File: src/rtl/divNrPkg.sv
package divNrPkg;
  // Strobes from the sequencer to the datapath
  typedef struct packed {
    logic load;   // capture operands and seed the registers
    logic step;   // perform one non-restoring iteration
  } divStrobes_t;
endpackage

File: src/rtl/divNrCtrl.sv
module divNrCtrl
  import divNrPkg::*;
#(
  parameter int WIDTH = 32
) (
  input  logic        clk,
  input  logic        rstN,
  input  logic        start,
  output divStrobes_t strobes,
  output logic        busy,
  output logic        done
);
  localparam int CNT_W = $clog2(WIDTH);

  logic [CNT_W-1:0] iterCnt;
  logic             lastStep;

  assign lastStep      = (iterCnt == CNT_W'(WIDTH - 1));
  assign strobes.load  = start & ~busy;
  assign strobes.step  = busy;

  always_ff @(posedge clk or negedge rstN) begin
    if (!rstN) begin
      busy    <= 1'b0;
      done    <= 1'b0;
      iterCnt <= '0;
    end else begin
      done <= 1'b0;
      if (strobes.load) begin
        busy    <= 1'b1;
        iterCnt <= '0;
      end else if (busy) begin
        iterCnt <= iterCnt + 1'b1;
        if (lastStep) begin
          busy <= 1'b0;
          done <= 1'b1;
        end
      end
    end
  end

  // done never lasts two cycles
  assert_done_single_R6: assert property (@(posedge clk) disable iff (!rstN)
    done |=> !done);

  // busy only drops together with the done pulse
  assert_busy_fall_done_R6: assert property (@(posedge clk) disable iff (!rstN)
    $fell(busy) |-> done);

  // a start while running keeps the run going (unless it was the last step)
  assert_start_ignored_R7: assert property (@(posedge clk) disable iff (!rstN)
    (busy && start && !lastStep) |=> busy);

  // Strobes are mutually exclusive
  assert_strobe_excl_R5: assert property (@(posedge clk) disable iff (!rstN)
    $onehot0({strobes.load, strobes.step}));
endmodule

File: src/rtl/divNrDatapath.sv
module divNrDatapath
  import divNrPkg::*;
#(
  parameter int WIDTH     = 32,
  parameter int FRAC_BITS = 16
) (
  input  logic             clk,
  input  logic             rstN,
  input  divStrobes_t      strobes,
  input  logic [WIDTH-1:0] dividend,
  input  logic [WIDTH-1:0] divisor,
  input  logic             fracMode,
  output logic [WIDTH-1:0] quotient,
  output logic [WIDTH-1:0] remainder
);
  localparam int INT_BITS = WIDTH - FRAC_BITS;

  logic [WIDTH-1:0] quoReg;
  logic [WIDTH-1:0] remReg;
  logic [WIDTH-1:0] divReg;
  logic [WIDTH-1:0] shiftedRem;
  logic [WIDTH-1:0] nextRem;
  logic             remNeg;

  always_comb begin
    remNeg     = remReg[WIDTH-1];
    shiftedRem = {remReg[WIDTH-2:0], quoReg[WIDTH-1]};
    nextRem    = remNeg ? (shiftedRem + divReg) : (shiftedRem - divReg);
  end

  always_ff @(posedge clk or negedge rstN) begin
    if (!rstN) begin
      quoReg <= '0;
      remReg <= '0;
      divReg <= '0;
    end else if (strobes.load) begin
      divReg <= divisor;
      if (fracMode) begin
        remReg <= dividend >> INT_BITS;
        quoReg <= dividend << FRAC_BITS;
      end else begin
        remReg <= '0;
        quoReg <= dividend;
      end
    end else if (strobes.step) begin
      remReg <= nextRem;
      quoReg <= {quoReg[WIDTH-2:0], ~nextRem[WIDTH-1]};
    end
  end

  assign quotient  = quoReg;
  assign remainder = remReg;

  // each new quotient bit is the inverse of the updated remainder sign
  assert_qbit_sign_R11: assert property (@(posedge clk) disable iff (!rstN)
    strobes.step |=> (quoReg[0] == ~remReg[WIDTH-1]));

  // the captured divisor does not move during a run
  assert_divisor_stable_R3: assert property (@(posedge clk) disable iff (!rstN)
    strobes.step |=> $stable(divReg));

  // results hold while idle and no start is accepted
  assert_hold_idle_R10: assert property (@(posedge clk) disable iff (!rstN)
    (!strobes.load && !strobes.step) |=> ($stable(quoReg) && $stable(remReg)));
endmodule

File: src/rtl/divNonRestoring.sv
module divNonRestoring
  import divNrPkg::*;
#(
  parameter int WIDTH     = 32,
  parameter int FRAC_BITS = 16
) (
  input  logic             clk,
  input  logic             rstN,
  input  logic             start,
  input  logic [WIDTH-1:0] dividend,
  input  logic [WIDTH-1:0] divisor,
  input  logic             fracMode,
  output logic             busy,
  output logic             done,
  output logic [WIDTH-1:0] quotient,
  output logic [WIDTH-1:0] remainder
);
  localparam int RUN_W = $clog2(WIDTH) + 1;

  divStrobes_t strobes;

  divNrCtrl #(.WIDTH(WIDTH)) uCtrl (
    .clk     (clk),
    .rstN    (rstN),
    .start   (start),
    .strobes (strobes),
    .busy    (busy),
    .done    (done)
  );

  divNrDatapath #(.WIDTH(WIDTH), .FRAC_BITS(FRAC_BITS)) uDp (
    .clk       (clk),
    .rstN      (rstN),
    .strobes   (strobes),
    .dividend  (dividend),
    .divisor   (divisor),
    .fracMode  (fracMode),
    .quotient  (quotient),
    .remainder (remainder)
  );

  // Checker: length of the busy window seen at the ports
  logic [RUN_W-1:0] busyRun;
  always_ff @(posedge clk or negedge rstN) begin
    if (!rstN)     busyRun <= '0;
    else if (busy) busyRun <= busyRun + 1'b1;
    else           busyRun <= '0;
  end

  // every done is preceded by exactly WIDTH busy cycles
  assert_busy_len_R5: assert property (@(posedge clk) disable iff (!rstN)
    done |-> (busyRun == RUN_W'(WIDTH)));

  // an accepted start raises busy on the next cycle
  assert_start_busy_R5: assert property (@(posedge clk) disable iff (!rstN)
    (start && !busy) |=> busy);
endmodule

File: config.mk
export PLATFORM = sky130hd
export DESIGN_NAME = divNonRestoring
export DESIGN_NICKNAME = d
export VERILOG_FILES = /design/src/rtl/divNrPkg.sv /design/src/rtl/divNrCtrl.sv /design/src/rtl/divNrDatapath.sv /design/src/rtl/divNonRestoring.sv
export SDC_FILE = /design/constraint.sdc
export NUM_CORES = 1
export LEC_CHECK = 0
export BUFFER_PORTS_ARGS = -buffer_cell sky130_fd_sc_hd__buf_4
export CORE_MARGIN = 2
export CORE_UTILIZATION = 50
export CTS_BUF_LIST = sky130_fd_sc_hd__clkbuf_2 sky130_fd_sc_hd__clkbuf_4 sky130_fd_sc_hd__clkbuf_8
export DETAILED_ROUTE_END_ITERATION = 6
export GPL_ROUTABILITY_DRIVEN = 0
export HOLD_SLACK_MARGIN = 0.05
export PLACE_DENSITY = 0.76
export SLEW_MARGIN = 0
export SYNTH_ARGS = -nofsm -noshare
export SYNTH_HDL_FRONTEND = slang
export SYNTH_SLANG_ARGS = --single-unit
File: constraint.sdc
create_clock -name clk -period 3.7 [get_ports clk]
set_input_delay 0.37 -clock clk [delete_from_list [all_inputs] [get_ports clk]]
set_output_delay 0.37 -clock clk [all_outputs]
set_load 0.02 [all_outputs]
### Yosys cells after proc, flatten, opt, wreduce, memory -nomap -nowiden

Cells that the tools add are included.
Widths: inputs -> output; s select.

| word-level totals | value |
|---|---|
| ROM bits | 0 |
| bits of input ports | 68 |
| memory bits (writable) | 0 |
| output and inout port bits | 66 |
| bits in latches | 0 |
| register bits | 103 |
| memories kept | 0 |
| word-level logic and storage cells | 29 |

| operators by class | value |
|---|---|
| reduce and logical (&&, ||, !) cells | 1 |
| $lt $le $gt $ge | 0 |
| add/sub/neg operators | 3 |
| shifts and indexed selects | 0 |
| bitwise gates (word level) | 3 |
| $mul | 0 |
| divide/modulo/power cells | 0 |
| equal/unequal tests | 1 |
| multiplexer cells | 15 |

Operators by type and width:

| kind | count |
|---|---|
| $mux 32 | 6 |
| $add 32x32->32 | 1 |
| $sub 32x32->32 | 1 |
| $mux 16 | 1 |
| $mux 5 | 2 |
| $mux 1 | 6 |
| $add 5x1->5 const B | 1 |
| $eq 5x5->1 const B | 1 |
| $not 1->1 | 2 |
| $reduce_bool 2->1 | 1 |
| $and 1x1->1 | 1 |

### Longest topological paths before layout

Gate-level depths: netlist of the first run.

| logic depth | value |
|---|---|
| word-level depth | 5 |
| mapped depth | 18 |
| gate-level depth less buffers | 18 |

### Hierarchy

From an unflattened synthesis of the first run, not the netlist that was laid out.

| unflattened totals | value |
|---|---|
| cells, all modules | 758 |
| area, all modules | 7069.3 µm² |

Modules (own cells, without submodules):

| module | area an instance (µm²) | times used | cells each | sequential area each (µm²) |
|---|---|---|---|---|
| divNrDatapath | 6759.0 | 1 | 735 | 2402.3 |
| divNrCtrl | 310.3 | 1 | 23 | 175.2 |

### Worst setup path before layout of the first run

Ideal clock, no wire load.

| timing path | value |
|---|---|
| path type | register to register |
| start | register uDp.divReg[0] |
| end | register uDp.remReg[29], in the netlist uDp.remainder[29] |
| path buffers | 0 |
| cell stages (with the launch flop) | 19 |
| required time | 3.566 ns |
| path slack | 0.102 ns |
| arrival time | 3.465 ns |
| clock period less this slack | 3.598 ns |
| setup time | 0.134 ns |
| path through | dfrtp_1 -> inv_1 -> ha_1 -> nor2b_1 -> nand3_1 -> or4_4 -> nor3b_1 -> and2b_1 -> a21oi_1 -> xor2_1 -> ha_1 -> a21oi_1 -> o21ai_0 -> nand3_1 -> nand2_1 -> a211o_1 -> a21oi_1 -> xor2_1 -> o21ai_0 |

| between the ends | value |
|---|---|
| word-level cells in the longest chain between the ends | 4 |
| elaborated cells between the ends (all ways) | 5 |
| classes of those cells | add/sub: 2; mux: 3 |

Ends and longest elaborated chain:

| what | line | source |
|---|---|---|
| start, declared | divNrDatapath.sv:20 | `logic [WIDTH-1:0] divReg;` |
| start signal, assigned | divNrDatapath.sv:37 | `divReg <= divisor;` |
| $sub 32x32->32 / $add 32x32->32 (equally long branches) | divNrDatapath.sv:28 | `nextRem = remNeg ? (shiftedRem + divReg) : (shiftedRem - divReg);` |
| $mux 32 (*) | divNrDatapath.sv:28 |  |
| $mux 32 (*) | divNrDatapath.sv:45 | `end else if (strobes.step) begin` |
| $mux 32 (*) | divNrDatapath.sv:36 | `end else if (strobes.load) begin` |
| end signal, assigned | divNrDatapath.sv:39 | `remReg <= dividend >> INT_BITS;` |
| end signal, assigned | divNrDatapath.sv:46 | `remReg <= nextRem;` |
| end, declared | divNrDatapath.sv:19 | `logic [WIDTH-1:0] remReg;` |

Every way passes the cells marked *; elsewhere a longest branch is shown, timed or not. The select of a mux whose other input is x is not followed.
A chain may end at the register's enable or synchronous reset.

### Worst setup path after layout of the first run

| timing path | value |
|---|---|
| start | register uDp.divReg[0] |
| end | register uDp.remReg[31], in the netlist uDp.remainder[31] |

Same word-level chain as after synthesis.

==> results of run 1 <==
[final timing paths]
kind                                                    from                            end  slack [ns]  cells past startpoint
worst max-delay path               uDp.divReg[0]$_DFFE_PN0P_  uDp.remainder[31]$_DFFE_PN0P_       -0.05                     22
worst min-delay path                                    rstN  uDp.remainder[13]$_DFFE_PN0P_        0.17                      1
worst max register to register     uDp.divReg[0]$_DFFE_PN0P_  uDp.remainder[31]$_DFFE_PN0P_       -0.05                     22
worst min register to register  uDp.quotient[24]$_DFFE_PN0P_   uDp.quotient[25]$_DFFE_PN0P_        0.51                      2
max in group asynchronous                               rstN      uDp.divReg[2]$_DFFE_PN0P_        2.64                      2
min in group clk                                  divisor[1]      uDp.divReg[1]$_DFFE_PN0P_        0.17                      3
[synthesized netlist by cell type, drive strengths merged, types with 2 or more instances]
master,n
ha,38
nor4,5
dfrtp,103
mux2i,16
xnor2,19
buf,5
clkbuf,36
o21bai,5
a21o,10
nor2b,39
and3,6
nor4b,2
nand4,3
a211oi,3
nor3,7
or3,3
nor2,45
a21oi,80
nand2,90
nor3b,2
inv,26
o31ai,2
xor2,40
mux2,29
and4,2
a22o,2
a31oi,14
o21ai,84
a311oi,26
a2111oi,2
nand2b,6
nand3,15
o21a,3
[worst max-delay path, cell delays in order, from the launching register on]
cell	delay, ns
dfrtp_1	0.38
buf_4	0.13
nor3_1	0.05
buf_4	0.15
and3_4	0.16
nor4b_4	0.12
buf_4	0.16
buf_4	0.13
buf_4	0.12
buf_4	0.12
buf_4	0.12
buf_4	0.12
buf_4	0.12
buf_4	0.12
buf_4	0.12
buf_4	0.13
buf_4	0.12
buf_4	0.12
a41oi_1	0.34
xnor2_1	0.24
or3b_4	0.44
a21oi_2	0.11
nor2_1	0.04
[sequential cells by signal, summed over array words and instances (netlist names)]
register,cells
uDp.divReg,32
uDp.remainder,32
uDp.quotient,32
uCtrl.iterCnt,5
uCtrl.busy,1
uCtrl.done,1
[metrics by stage]
stage               instance area [um^2]  hold WS, ns  util [%]  setup WS (ns)
floorplan                           6910       0.0744         -          0.102
global placement                    8370        0.488      62.7        0.00425
detailed placement                  8370        0.488      62.7         -0.107
CTS                                 8780        0.157      65.8        -0.0333
global route                        8930        0.157      66.9         -0.169
finish                              8930        0.174      66.9        -0.0490
[logic make-up (layout without fill, tap and decap cells)]
| kind of cell | count (synthesis) | in the layout |
|---|---|---|
| compound gates | 241 | 241 |
| simple gates | 232 | 232 |
| flops | 103 | 103 |
| buf+inv | 67 | 247 |
| xor+xnor | 59 | 59 |
| mux | 45 | 45 |
| fa+ha+maj | 39 | 39 |
[routing by layer]
| layer | vias up | track usage (%) | wire length [um] |
|---|---|---|---|
| li1 | 3158 | - | - |
| met1 | 3116 | 33.9 | 8110 |
| met2 | 181 | 42.1 | 9270 |
| met3 | 35 | 5.76 | 1040 |
| met4 | 0 | 7.04 | 439 |
| met5 | - | 0 | 0 |
[area by class of cell]
cell class              instances  area (um^2)  share of cell area [%]
multi-input cells             616         4270                    47.8
clock inverters                 6         93.8                    1.05
inverters                      26         97.6                    1.09
repair buffers                205         1540                    17.2
flip-flops and latches        103         2580                    28.9
clock buffers                  10          131                    1.47
well taps                     176          220                    2.47
[timing repair]
item / CTS / global route
hold buffers: 0 / 0
buffers inserted: 15 / 6
pin swaps: 10 / 19
endpoints found under the hold margin: 0 / 0
gates resized for setup: 20 / 34
endpoints found under the setup margin: 9 / 11
==> run metrics, run 1 <==
DIE HEIGHT=122 um; nets=1068; transition time at the pin with the least slew margin=1.06 ns; DRT antenna net count=0; Highest Clock Rate=267 MHz; clk slew on worst S/H paths=0.11 ns; result of the run=finished, violations left; average cell area after synthesis=8.80 um^2; Layout Skew=0.0164 ns; Syn. warnings=0; number of detailed-routing iterations run before antenna repair=5; IO Count=134; GRT Residual Overflow=0; most common cell after layout, fill and taps aside=buf_4; fraction of the mapped netlist area in compound gates=20.9%; number of design-rule violations left by the first detailed-router iteration=480; die width=122 um; non-filler instance count after layout=1142; share of the synthesized netlist area taken by xor and xnor gates=7.47%; post-DR wirelength/cell=16.5 um; buffer depth of the longest clock path=2; half-perimeter wire length after detailed placement=13.6 mm; synthesized instance count=786; Async S/R FF share, synth=100%; multiplexer fraction of the synthesized cell area=7.04%; Max-Cap Viols=0; Worst Setup Slack, final=-0.0490 ns; setup violation total in the final timing report=1; Syn Std Cell Area=6910 um^2; largest area contributor in the synthesized netlist=dfrtp_1; number of sinks driven by the clock tree=103; Tightest Hold Check Type=input port to asynchronous set/reset pin; main flop type after synthesis=dfrtp_1; shortest period the worst path allows=3.75 ns; post-synthesis share of cell area spent on full adders, half adders and majority gates=7.17%; share of the synthesized area in the top cell type=37.3%; via count of the first global-routing pass=5983; CTS tree=done; fraction of layout cells with a size suffix above 1=30.7%; Worst Path Class, Setup=flip-flop to flip-flop; crit path capture type=flip-flop; number of H-tree levels=3; failing checks=setup timing; number of max-slew violations in the final report=0; area of the die=14800 um^2; most frequent cells in the layout=buf_4 (205), dfrtp_1 (101), nand2_1 (90); worst endpoint required time=3.99 ns; Total Routing Usage GR=25.5%; Crit path arrival time=4.04 ns; number of remaining DRC errors=0; number of vias per cell after detailed routing=5.68; total routed wirelength=18.9 mm; final hold violation count=0; number of register bits inferred by synthesis=103; worst skew pair latency=0.40 ns; Max-slew headroom=29.5%; Cell Rows=42; Synth cell types=58; pin count of the biggest net entering global routing=99; count of flip-flops with a built-in enable after synthesis=0; placeable core region=13300 um^2; wire length of the first global-routing pass=29.8 mm; CTS Root Cell=clkbuf_8; RSZ-0062 raised after global routing=yes; startpoint type of the worst setup path=flip-flop; antenna violations before repair=0; cells taking the most area after synthesis=dfrtp_1 (37%), ha_1 (6.9%), o21ai_0 (6.0%), a21oi_1 (5.8%), xor2_1 (5.1%); synth-to-layout area growth=29.1%; period utilisation layout=101%; Placed Cells incl. Taps=1105; sequential-to-total area share from yosys stat=37.3%; total CTS buffers=9; vias after detailed routing=6490; number of inserted filler cells in the final layout=1169; Initial Util=51.8%; diode count=0; synthesized net count=893; CP max FO=5; dominant combinational cell family by area after synthesis=compound AO/OA/AOI/OAI gates; Port-buffer cells=133; simple-gate share of the synthesized area=16.5%; total negative slack for setup checks=-0.0490 ns
Power of run 1 is left out: the tool's default activity adds up to more than one toggle a clock period on the data nets, which glitch-free logic cannot reach.
==> inputs of run 2 (changes only) <==
--- a/config.mk
+++ b/config.mk
@@ -6,12 +6,12 @@
 export NUM_CORES = 1
 export LEC_CHECK = 0
-export BUFFER_PORTS_ARGS = -buffer_cell sky130_fd_sc_hd__buf_4
 export CORE_MARGIN = 2
 export CORE_UTILIZATION = 50
 export CTS_BUF_LIST = sky130_fd_sc_hd__clkbuf_2 sky130_fd_sc_hd__clkbuf_4 sky130_fd_sc_hd__clkbuf_8
 export DETAILED_ROUTE_END_ITERATION = 6
+export DONT_BUFFER_PORTS = 1
 export GPL_ROUTABILITY_DRIVEN = 0
 export HOLD_SLACK_MARGIN = 0.05
-export PLACE_DENSITY = 0.76
+export PLACE_DENSITY = 0.68
 export SLEW_MARGIN = 0
 export SYNTH_ARGS = -nofsm -noshare
==> constraint.sdc (replaced) <==
create_clock -name clk -period 3.7 [get_ports clk]
set_input_delay 0.925 -clock clk [delete_from_list [all_inputs] [get_ports clk]]
set_output_delay 0.925 -clock clk [all_outputs]
set_load 0.02 [all_outputs]
==> run 2 against run 1 <==
Net effect:
- die area is the same
- count of clock-buffer cells in the layout did not move
- clock skew rose by 0.0038 ns
- final area shrank 12%
- the flow now finishes without violations
==> run metrics, run 2 (synthesis gave the netlist of run 1 again) <==
shortest period the worst path allows=3.69 ns; vias after detailed routing=5959; post-placement setup slack=-0.161 ns; number of remaining DRC errors=0; DRT antenna net count=0; total negative slack for setup checks=0 ns; transition time at the pin with the least slew margin=1.05 ns; GRT Residual Overflow=0; clk slew on worst S/H paths=0.12 ns; Worst Path Class, Setup=flip-flop to flip-flop; total CTS buffers=9; Total Routing Usage GR=25.7%; non-filler instance count after layout=1001; Max-slew headroom=29.6%; number of max-slew violations in the final report=0; Worst Setup Slack, final=0.0124 ns; Placed Cells incl. Taps=974; most common cell after layout, fill and taps aside=dfrtp_1; beginning of the worst register-to-register path=uDp.divReg[3]$_DFFE_PN0P_; cells along the critical path=nor4_4, nand3_2, or4_4, nor4_2, nor2_1, xor2_1, ha_1, nand4_1, a311o_1, a31oi_4, o22ai_4, o31a_1, a2111o_1, nand2_1; buffer depth of the longest clock path=2; fraction of layout cells with a size suffix above 1=18.8%; number of vias per cell after detailed routing=5.95; Highest Clock Rate=271 MHz; most frequent cells in the layout=dfrtp_1 (102), nand2_1 (88), o21ai_0 (72); Multi-input gate area=4280 um^2; synth-to-layout area growth=13.8%; Port-buffer cells=0; setup violation total in the final timing report=0; Tightest Hold Check Type=input port to asynchronous set/reset pin; CP max FO=5; cell depth of the worst flop-to-flop path=14; RSZ-0062 raised after global routing=yes; number of sinks driven by the clock tree=103; setup slack on the worst flop-to-flop path=0.01 ns; result of the run=finished clean; CTS tree=done; CP max-delay cell=or4_4; number of inserted filler cells in the final layout=1241; period utilisation layout=99.7%; DIE HEIGHT=122 um; Initial Util=51.8%; antenna violations before repair=0; diode count=0; endpoint of the worst-slack reg-to-reg timing path=uDp.quotient[0]$_DFFE_PN0P_; half-perimeter wire length after detailed placement=13.4 mm; crit path capture type=flip-flop; wire length of the first global-routing pass=29.9 mm; IO Count=134; Max-Cap Viols=0; total routed wirelength=18.7 mm; Layout Utilization=58.9%; number of H-tree levels=3; area of all sequential standard cells=2580 um^2; nets=927; worst endpoint required time=4.04 ns; number of buffers inserted for hold repair after clock tree synthesis=0; number of detailed-routing iterations run before antenna repair=5; CTS Root Cell=clkbuf_8; placeable core region=13300 um^2; number of design-rule violations left by the first detailed-router iteration=407; via count of the first global-routing pass=5907; area of the die=14800 um^2; post-DR wirelength/cell=18.7 um; Layout Skew=0.0202 ns; die width=122 um; final hold violation count=0; delay of the slowest critical-path stage=0.47 ns; worst skew pair latency=0.40 ns; pin count of the biggest net entering global routing=104; Crit path arrival time=4.02 ns; Cell Rows=42; startpoint type of the worst setup path=flip-flop
==> run 2: cell count changes in the layout (fill, tap and decap cells not counted), moves of 2 or more <==
cell       previous run  this run
bufinv_16             2         0
dfrtp_2               2         0
nand2_1              90        88
and3_4                3         1
buf_4               205        62
nor2_4                0         2
a21oi_2              11         9
nand2_2               0         2
buf_6                 0         2
and3_1                3         5
==> run 2: worst max path at each step <==
stage	from	endpoint	slack, ns	depth (start not counted)
after detailed placement	uDp.divReg[0]$_DFFE_PN0P_	uDp.remainder[25]$_DFFE_PN0P_	-0.16	18
final	uDp.divReg[3]$_DFFE_PN0P_	uDp.quotient[0]$_DFFE_PN0P_	0.01	14
after global routing	uDp.divReg[3]$_DFFE_PN0P_	uDp.remainder[28]$_DFFE_PN0P_	-0.20	17
after global placement	uDp.divReg[0]$_DFFE_PN0P_	uDp.remainder[31]$_DFFE_PN0P_	-0.05	17
after CTS	uDp.divReg[6]$_DFFE_PN0P_	uDp.quotient[0]$_DFFE_PN0P_	-0.04	14
after floorplan	uDp.divReg[0]$_DFFE_PN0P_	uDp.remainder[29]$_DFFE_PN0P_	0.10	18
==> run 2: final cells by class <==
| type | instances | area share, % |
|---|---|---|
| Inverter | 26 | 1.24 |
| Clock buffer | 10 | 1.75 |
| Tap cell | 176 | 2.80 |
| Clock inverter | 6 | 0.795 |
| Sequential cell | 103 | 32.8 |
| Timing Repair Buffer | 64 | 6.20 |
| Multi-Input combinational cell | 616 | 54.4 |
==> run 2: repair_timing <==
| item | 4_1_cts | 5_1_grt |
|---|---|---|
| setup endpoints to repair | 9 | 10 |
| pin swaps | 17 | 29 |
| buffers inserted | 6 | 5 |
| gates resized for setup | 33 | 25 |
| hold endpoints to repair | 0 | 0 |
==> run 2: per-stage QoR <==
step	instance area [um^2]	hold WS [ns]
6_report	7870	0.222
5_1_grt	7870	0.183
4_1_cts	7730	0.192
3_5_place_dp	7390	0.495
3_3_place_gp	7390	0.485
2_1_floorplan	6910	0.465
==> run 2: metal layers <==
layer  up-vias  track usage, %  wire [um]
met5         -               0          0
li1       2867               -          -
met3        36            7.87       1190
met1      2868            30.2       7550
met2       188            44.3       9340
met4         0            9.63        593
==> run 2: worst max-delay path: cells and delay by family (launching register included) <==
family | cells | cell delay (ns)
AND/OR/NAND/NOR | 7 | 1.33
flip-flops | 1 | 0.42
AO/OA/AOI/OAI | 5 | 1.41
XOR/XNOR | 1 | 0.15
adder cells (fa/ha/maj) | 1 | 0.32
Power of run 2 is left out for the same reason.
